[config.mk]
export PLATFORM = sky130hd
export DESIGN_NAME = fti_conv
export DESIGN_NICKNAME = d
export VERILOG_FILES = /design/src/rtl/fti_pkg.sv /design/src/rtl/fti_align.sv /design/src/rtl/fti_sat.sv /design/src/rtl/fti_conv.sv
export SDC_FILE = /design/constraint.sdc
export NUM_CORES = 1
export LEC_CHECK = 0
export BUFFER_PORTS_ARGS = -buffer_cell sky130_fd_sc_hd__clkbuf_2
export CORE_MARGIN = 1.5
export CORE_UTILIZATION = 50
export CTS_CLUSTER_DIAMETER = 100
export CTS_CLUSTER_SIZE = 30
export DETAILED_ROUTE_END_ITERATION = 16
export GPL_ROUTABILITY_DRIVEN = 0
export PLACE_DENSITY = 0.77
export SLEW_MARGIN = 20
export SYNTH_ARGS = -nofsm -noshare
export SYNTH_HDL_FRONTEND = slang
export SYNTH_SLANG_ARGS = --single-unit
[constraint.sdc]
create_clock -name clk -period 1.9 [get_ports clk]
set_input_delay 0.285 -clock clk [delete_from_list [all_inputs] [get_ports clk]]
set_output_delay 0.285 -clock clk [all_outputs]
set_load 0.05 [all_outputs]
[src/rtl/fti_pkg.sv]
package fti_pkg;

    localparam int CLASS_W = 3;

    typedef enum logic [CLASS_W-1:0] {
        CLS_ZERO = 3'd0,
        CLS_NUM  = 3'd1,
        CLS_INF  = 3'd2,
        CLS_QNAN = 3'd3,
        CLS_SNAN = 3'd4
    } fp_class_e;

endpackage

[src/rtl/fti_align.sv]
// Right-aligns the mantissa so the integer part lands in the low INT_W bits.
// Every bit pushed off the bottom is collected into a sticky bit.
module fti_align #(
    parameter int MANT_W = 64,
    parameter int INT_W  = 32,
    parameter int EXP_W  = 12
) (
    input  logic [MANT_W-1:0] mant,
    input  logic [EXP_W-1:0]  exp_in,
    output logic [MANT_W-1:0] shifted,
    output logic              sticky,
    output logic              exp_big
);
    localparam int SH_W  = $clog2(MANT_W + 1);
    localparam int IDX_W = $clog2(INT_W);

    logic              exp_neg;
    logic [SH_W-1:0]   amt;
    logic [MANT_W-1:0] lvl [0:SH_W];
    logic              stk [0:SH_W];

    always_comb begin
        exp_neg = exp_in[EXP_W-1];
        exp_big = !exp_neg && (exp_in >= EXP_W'(INT_W));
        if (exp_neg) begin
            amt = SH_W'(MANT_W);
        end else if (exp_big) begin
            amt = '0;
        end else begin
            amt = SH_W'(MANT_W - 1) - SH_W'(exp_in[IDX_W-1:0]);
        end
    end

    assign lvl[0] = mant;
    assign stk[0] = 1'b0;

    for (genvar k = 0; k < SH_W; k++) begin : g_stage
        localparam int STEP = 2 ** k;
        if (STEP >= MANT_W) begin : g_full
            assign lvl[k+1] = amt[k] ? '0 : lvl[k];
            assign stk[k+1] = stk[k] | (amt[k] & (|lvl[k]));
        end else begin : g_part
            localparam logic [MANT_W-1:0] LOW = {{(MANT_W-STEP){1'b0}}, {STEP{1'b1}}};
            assign lvl[k+1] = amt[k] ? (lvl[k] >> STEP) : lvl[k];
            assign stk[k+1] = stk[k] | (amt[k] & (|(lvl[k] & LOW)));
        end
    end

    assign shifted = lvl[SH_W];
    assign sticky  = stk[SH_W];

endmodule

[src/rtl/fti_sat.sv]
// Range check, sign application and saturation.
module fti_sat #(
    parameter int MANT_W = 64,
    parameter int INT_W  = 32
) (
    input  logic [2:0]        cls,
    input  logic              sign,
    input  logic              exp_big,
    input  logic [MANT_W-1:0] shifted,
    input  logic              sticky,
    output logic [INT_W-1:0]  result,
    output logic              inexact,
    output logic              invalid
);
    import fti_pkg::*;

    logic [INT_W-1:0] mag;
    logic [INT_W:0]   limit;
    logic             high_bits;
    logic             too_big;
    logic [INT_W-1:0] sat_val;

    always_comb begin
        mag       = shifted[INT_W-1:0];
        high_bits = |shifted[MANT_W-1:INT_W];
        // magnitude limit is 2^(INT_W-1), one more when negative
        limit     = {2'b01, {(INT_W-1){1'b0}}} + (INT_W+1)'(sign);
        too_big   = exp_big | high_bits | ({1'b0, mag} >= limit);
        sat_val   = sign ? {1'b1, {(INT_W-1){1'b0}}} : {1'b0, {(INT_W-1){1'b1}}};

        result  = '0;
        inexact = 1'b0;
        invalid = 1'b0;
        case (fp_class_e'(cls))
            CLS_ZERO: begin
                result = '0;
            end
            CLS_NUM: begin
                if (too_big) begin
                    result  = sat_val;
                    invalid = 1'b1;
                end else begin
                    result  = sign ? (~mag + INT_W'(1)) : mag;
                    inexact = sticky;
                end
            end
            default: begin
                result  = sat_val;
                invalid = 1'b1;
            end
        endcase
    end

endmodule

[src/rtl/fti_conv.sv]
module fti_conv #(
    parameter int MANT_W = 64,
    parameter int INT_W  = 32,
    parameter int EXP_W  = 12
) (
    input  logic              clk,
    input  logic              rst_n,
    input  logic              in_valid,
    input  logic [2:0]        in_class,
    input  logic              in_sign,
    input  logic [EXP_W-1:0]  in_exp,
    input  logic [MANT_W-1:0] in_mant,
    output logic              out_valid,
    output logic [INT_W-1:0]  out_result,
    output logic              out_inexact,
    output logic              out_invalid
);
    typedef struct packed {
        logic             valid;
        logic [INT_W-1:0] result;
        logic             nx;
        logic             nv;
    } state_t;

    state_t st_d, st_q;

    logic [MANT_W-1:0] al_shifted;
    logic              al_sticky;
    logic              al_big;
    logic [INT_W-1:0]  cv_result;
    logic              cv_nx;
    logic              cv_nv;

    fti_align #(.MANT_W(MANT_W), .INT_W(INT_W), .EXP_W(EXP_W)) u_align (
        .mant    (in_mant),
        .exp_in  (in_exp),
        .shifted (al_shifted),
        .sticky  (al_sticky),
        .exp_big (al_big)
    );

    fti_sat #(.MANT_W(MANT_W), .INT_W(INT_W)) u_sat (
        .cls     (in_class),
        .sign    (in_sign),
        .exp_big (al_big),
        .shifted (al_shifted),
        .sticky  (al_sticky),
        .result  (cv_result),
        .inexact (cv_nx),
        .invalid (cv_nv)
    );

    always_comb begin
        st_d       = st_q;
        st_d.valid = in_valid;
        if (in_valid) begin
            st_d.result = cv_result;
            st_d.nx     = cv_nx;
            st_d.nv     = cv_nv;
        end
    end

    always_ff @(posedge clk or negedge rst_n) begin
        if (!rst_n) begin
            st_q <= '0;
        end else begin
            st_q <= st_d;
        end
    end

    assign out_valid   = st_q.valid;
    assign out_result  = st_q.result;
    assign out_inexact = st_q.nx;
    assign out_invalid = st_q.nv;

endmodule

==> results of run 1 <==
==> routing by layer <==
layer  global-route usage, %  GRT overflow
met5                    13.6             1
met4                    65.2            35
met3                    54.8             1
met2                    86.3            31
met1                    74.1             1
==> through the flow <==
stage | util [%] | hold WS, ns | cell area [sq um]
4_1_cts | 80.7 | 0.342 | 13900
3_5_place_dp | 76.6 | 0.213 | 13200
2_1_floorplan | - | -0.0106 | 9000
3_3_place_gp | 76.6 | 0.209 | 13200
==> kinds of logic after synthesis <==
group	Yosys count	share of synthesized area [%]
buf+inv	136	6.86
simple gates	488	28.7
xor+xnor	12	1.20
mux	94	13.7
compound gates	486	39.2
fa+ha+maj	2	0.286
flops	35	10.0
==> what timing repair did <==
item                                    in CTS
endpoints found under the setup margin      34
cloned                                       3
resized for setup                           60
pin swaps                                   41
hold buffers                                 1
buffers inserted                            26
hold endpoints to repair                    14
==> summary.md, run 1 <==
| Metric | Value |
|---|---|
| Top FF cell, synth | `dfrtp_1` |
| Mapped Avg Cell Area | `6.97 sq um` |
| Sink Count | `35` |
| Root Buffer | `clkbuf_16` |
| Largest net degree at the start of global routing | `41` |
| Seq/Total Area, Yosys | `10.0%` |
| Die height | `135 microns` |
| Area leader, netlist | `dfrtp_1` |
| GRT overflow | `69` |
| IO Pins | `118` |
| Mapped Nets | `1338` |
| Width of the die | `135 microns` |
| Placed cells | `1983` |
| Post-Syn Area | `8740 sq um` |
| Synth warn | `0` |
| Error msg | `[ERROR GRT-0116] Global routing finished with congestion. Check the congestion regions in the DRC Viewer.` |
| Post-synth top area share | `10.0%` |
| GRT Total Usage | `70.5%` |
| Cts bufs inserted | `5` |
| # H-tree levels | `2` |
| Cell variety after synth | `91` |
| Starting density of the core | `50.9%` |
| Status | `aborted with a tool error` |
| Post-synth EDFFs | `0` |
| Seq cells post-synth | `35` |
| Synth top area cells | `dfrtp_1 10%, nor2_1 5.3%, a21oi_1 5.0%, mux2i_1 5.0%, o21ai_0 5.0%` |
| IO Port Bufs | `117` |
| CTS Buffer Depth | `2` |
| Top cells by count, synth | `123 x nor2_1, 104 x nand2_1, 88 x a21oi_1, 88 x o21ai_0, 67 x nand3_1` |
| Global-route wire length before repair | `98500 microns` |
| Post-Place Setup Slack | `-2.40 ns` |
| Std-Cell Rows | `48` |
| Post-synthesis cell count | `1253` |
| FFs w/ async S/R, synth | `100%` |
| Failed at | `global routing (5_1_grt)` |
| Vias in the first global route | `17000` |
| Most common cell in the synthesized netlist | `nor2_1` |
| DPL Wire Length | `39400 microns` |
==> run 2: changes to the inputs <==
--- a/config.mk
+++ b/config.mk
@@ -7,12 +7,10 @@
 export LEC_CHECK = 0
 export BUFFER_PORTS_ARGS = -buffer_cell sky130_fd_sc_hd__clkbuf_2
 export CORE_MARGIN = 1.5
-export CORE_UTILIZATION = 50
-export CTS_CLUSTER_DIAMETER = 100
-export CTS_CLUSTER_SIZE = 30
+export CORE_UTILIZATION = 35
 export DETAILED_ROUTE_END_ITERATION = 16
 export GPL_ROUTABILITY_DRIVEN = 0
-export PLACE_DENSITY = 0.77
+export PLACE_DENSITY_LB_ADDON = 0.15
 export SLEW_MARGIN = 20
 export SYNTH_ARGS = -nofsm -noshare
 export SYNTH_HDL_FRONTEND = slang
==> run 2 against run 1 <==
Effect of this change: the flow now finishes, with violations (setup timing); area after synthesis stayed put; synthesized cell count stayed put.
==> summary.md, run 2 <==
| Metric | Value |
|---|---|
| RSZ-0062 raised after global routing | `true` |
| Std-Cell Rows | `57 (was 48)` |
| Seq cells post-synth | `35 (unchanged)` |
| CTS Buffer Depth | `2 (unchanged)` |
| Worst VDD drop | `0.348 mV` |
| Worst Path Arrival | `4.03 ns` |
| Failing checks | `setup timing` |
| Mapped Nets | `1338 (unchanged)` |
| Worst-path cell chain | `clkbuf_4 > buf_4 > nand2b_1 > o22ai_1 > a2111oi_1 > o22ai_2 > a221oi_2 > buf_4 > inv_1 > nand4_1 > o41ai_4 > buf_6 > buf_6 > nor2_4 > a21oi_1 > o32a_1` |
| Crit path max fanout | `11` |
| Met1 Routed Length | `19900 microns` |
| Core Util, Final | `61.0%` |
| Slowest-stage cell, CP | `a2111oi_1` |
| Top routing layer used | `met4` |
| Largest net degree at the start of global routing | `37` |
| Clock Latency Late Sink | `0.28 ns` |
| Final-report max-slew violation count | `0` |
| Slew @ Worst Pin | `0.890 ns` |
| DRT iter0 DRCs | `2196` |
| Routed length on met2 | `22300 microns` |
| Post-Syn Area | `8740 sq um (unchanged)` |
| IO Pins | `118 (unchanged)` |
| Clock transition at path regs | `0.06 ns` |
| Worst Path Required | `2.07 ns` |
| GRT overflow | `0` |
| GRT Total Usage | `39.7%` |
| Area growth from synthesis to layout | `70.2%` |
| # H-tree levels | `2 (unchanged)` |
| Post-synthesis cell count | `1253 (unchanged)` |
| Sw frac | `44.4%` |
| Reg area | `876 sq um` |
| Drt drc | `0` |
| Post-synth top area share | `10.0% (unchanged)` |
| Leakage | `0.00655 uW` |
| Vias/cell | `6.58` |
| DPL Wire Length | `42100 microns (was 39400 microns)` |
| Fraction of layout cells with a size suffix above 1 | `49.3%` |
| Commonest non-fill, non-tap cell in the layout | `buf_4` |
| # setup viols final | `34` |
| Non-filler cells, final | `2173` |
| Final period util | `203%` |
| Top cells by count, synth | `123 x nor2_1, 104 x nand2_1, 88 x a21oi_1, 88 x o21ai_0, 67 x nand3_1 (unchanged)` |
| Startpoint Class | `input port` |
| Max reg flops | `32` |
| Pre-Repair DR Iteration Count | `6` |
| Net Sw Power | `2330 uW` |
| Synth warn | `0 (unchanged)` |
| Multi-input gate area | `8050 sq um` |
| Mapped Avg Cell Area | `6.97 sq um (unchanged)` |
| Placeable Area | `24400 sq um` |
| Post-route ant nets | `0` |
| Min Tclk post-route | `3.86 ns` |
| Final worst slack | `-1.96 ns` |
| Sink Count | `35 (unchanged)` |
| Post-synth EDFFs | `0 (unchanged)` |
| Cts bufs inserted | `5 (unchanged)` |
| Die height | `161 microns (was 135 microns)` |
| Filler instances | `2242` |
| CTS tree | `yes` |
| Kind of critical path | `input port to register` |
| IO Port Bufs | `117 (unchanged)` |
| Most common cell in the synthesized netlist | `nor2_1 (unchanged)` |
| Top FF cell, synth | `dfrtp_1 (unchanged)` |
| Max-cap viol count | `0` |
| Worst min-delay path category | `input port to async pin` |
| Status | `complete, but fails checks (was aborted with a tool error)` |
| Area leader, netlist | `dfrtp_1 (unchanged)` |
| DIE AREA | `25900 sq um` |
| Cell variety after synth | `91 (unchanged)` |
| FFs w/ async S/R, synth | `100% (unchanged)` |
| Logic gate share of total power | `64.4%` |
| Placed cells | `2105 (was 1983)` |
| CP peak stage delay | `0.62 ns` |
| Peak Freq | `259 MHz` |
| Root Buffer | `clkbuf_16 (unchanged)` |
| Starting density of the core | `35.8% (was 50.9%)` |
| Met3 Routed Length | `7400 microns` |
| Seq pwr share | `16.9%` |
| Synth top area cells | `dfrtp_1 10%, nor2_1 5.3%, a21oi_1 5.0%, mux2i_1 5.0%, o21ai_0 5.0% (unchanged)` |
| Routed wire length | `53900 microns` |
| Relative slew slack | `40.7%` |
| Initial antenna violation count | `0` |
| Hold violation count in the final report | `0` |
| PwrDens | `352 nW/um^2` |
| Most frequent cells in the layout | `543 x buf_4, 120 x nor2_1, 111 x clkbuf_2` |
| Post-Place Setup Slack | `-2.39 ns (was -2.40 ns)` |
| Global-route wire length before repair | `79600 microns` |
| Antenna cells | `0` |
| Vias in the first global route | `13400` |
| Vias post-DR | `14300` |
| Width of the die | `161 microns (was 135 microns)` |
| Final nets | `1933` |
| WL/cell | `24.8 microns` |
| Setup crit end kind | `register` |
| Seq/Total Area, Yosys | `10.0% (unchanged)` |
| Worst clock skew | `0 ns` |
| Cell Int Power | `2920 uW` |
| Total power draw | `5240 uW` |
| Clock network power share | `18.7%` |
==> run 2: cell counts after synthesis <==
No cell type changed its count.
==> run 2: path summary, 6_finish.rpt <==
check / from / to / slack (ns) / cells after the start
worst max-delay path: in_exp[1] / out_result[8]$_DFFE_PN0P_ / -1.96 / 16
worst min-delay path: rst_n / out_valid$_DFF_PN0_ / 0.12 / 1
worst max register to register: out_result[3]$_DFFE_PN0P_ / out_result[3]$_DFFE_PN0P_ / 1.10 / 2
worst min register to register: out_invalid$_DFFE_PN0P_ / out_invalid$_DFFE_PN0P_ / 0.51 / 2
max in group asynchronous: rst_n / out_result[18]$_DFFE_PN0P_ / 1.22 / 1
min in group clk: in_class[0] / out_invalid$_DFFE_PN0P_ / 0.34 / 3
==> run 2: cells by family after synthesis <==
family | share of synthesized area [%]
mux | 13.7
flops | 10.0
xor+xnor | 1.20
simple gates | 28.7
fa+ha+maj | 0.286
compound gates | 39.2
buf+inv | 6.86
==> run 2: critical path, delay by kind of cell <==
kind                   cells  cell delay, ns
AO/OA/AOI/OAI              7            1.99
buffers and inverters      6            0.96
AND/OR/NAND/NOR            3            0.77
==> run 2: metal layers <==
| layer | GRT usage (%) | vias up |
|---|---|---|
| met1 | 50.7 | 6613 |
| li1 | - | 6133 |
| met3 | 11.4 | 330 |
| met5 | 0 | - |
| met4 | 23.3 | 0 |
| met2 | 59.6 | 1224 |
==> run 2: repair_timing <==
| item | CTS | global route |
|---|---|---|
| buffers inserted | 33 | 24 |
| pin swaps | 54 | 42 |
| hold buffers | 0 | 0 |
| gates resized for setup | 83 | 59 |
| gates cloned | 4 | 1 |
| endpoints found under the setup margin | 34 | 34 |
==> run 2: area by class of cell <==
cell class                 instances  share of cell area [%]
timing repair buffer             694                    35.4
tap                              324                    2.73
sequential                        35                    5.89
clock inverter                     2                   0.236
multi-input combinational       1084                    54.1
inverter                          28                   0.707
clock buffer                       6                   0.934
==> run 2: through the flow <==
step           area (sq um)  hold WS, ns  setup TNS (ns)
6_report              14900        0.117          -65.15
5_1_grt               14900        0.194          -67.30
4_1_cts               14400        0.156          -59.70
3_5_place_dp          13500        0.447          -77.74
3_3_place_gp          13500        0.434          -79.02
2_1_floorplan          9000      -0.0106          -60.31
==> run 2: power by group through the flow <==
stage          logic, uW  registers, uW  clock network (uW)
2_1_floorplan       1200           1210                   0
3_3_place_gp        3000            896                   0
3_5_place_dp        3020            899                   0
4_1_cts             3170            886                 982
5_1_grt             3510            896                1030
6_report            3380            886                 979
No activity file was read; power rests on OpenSTA's default activity.
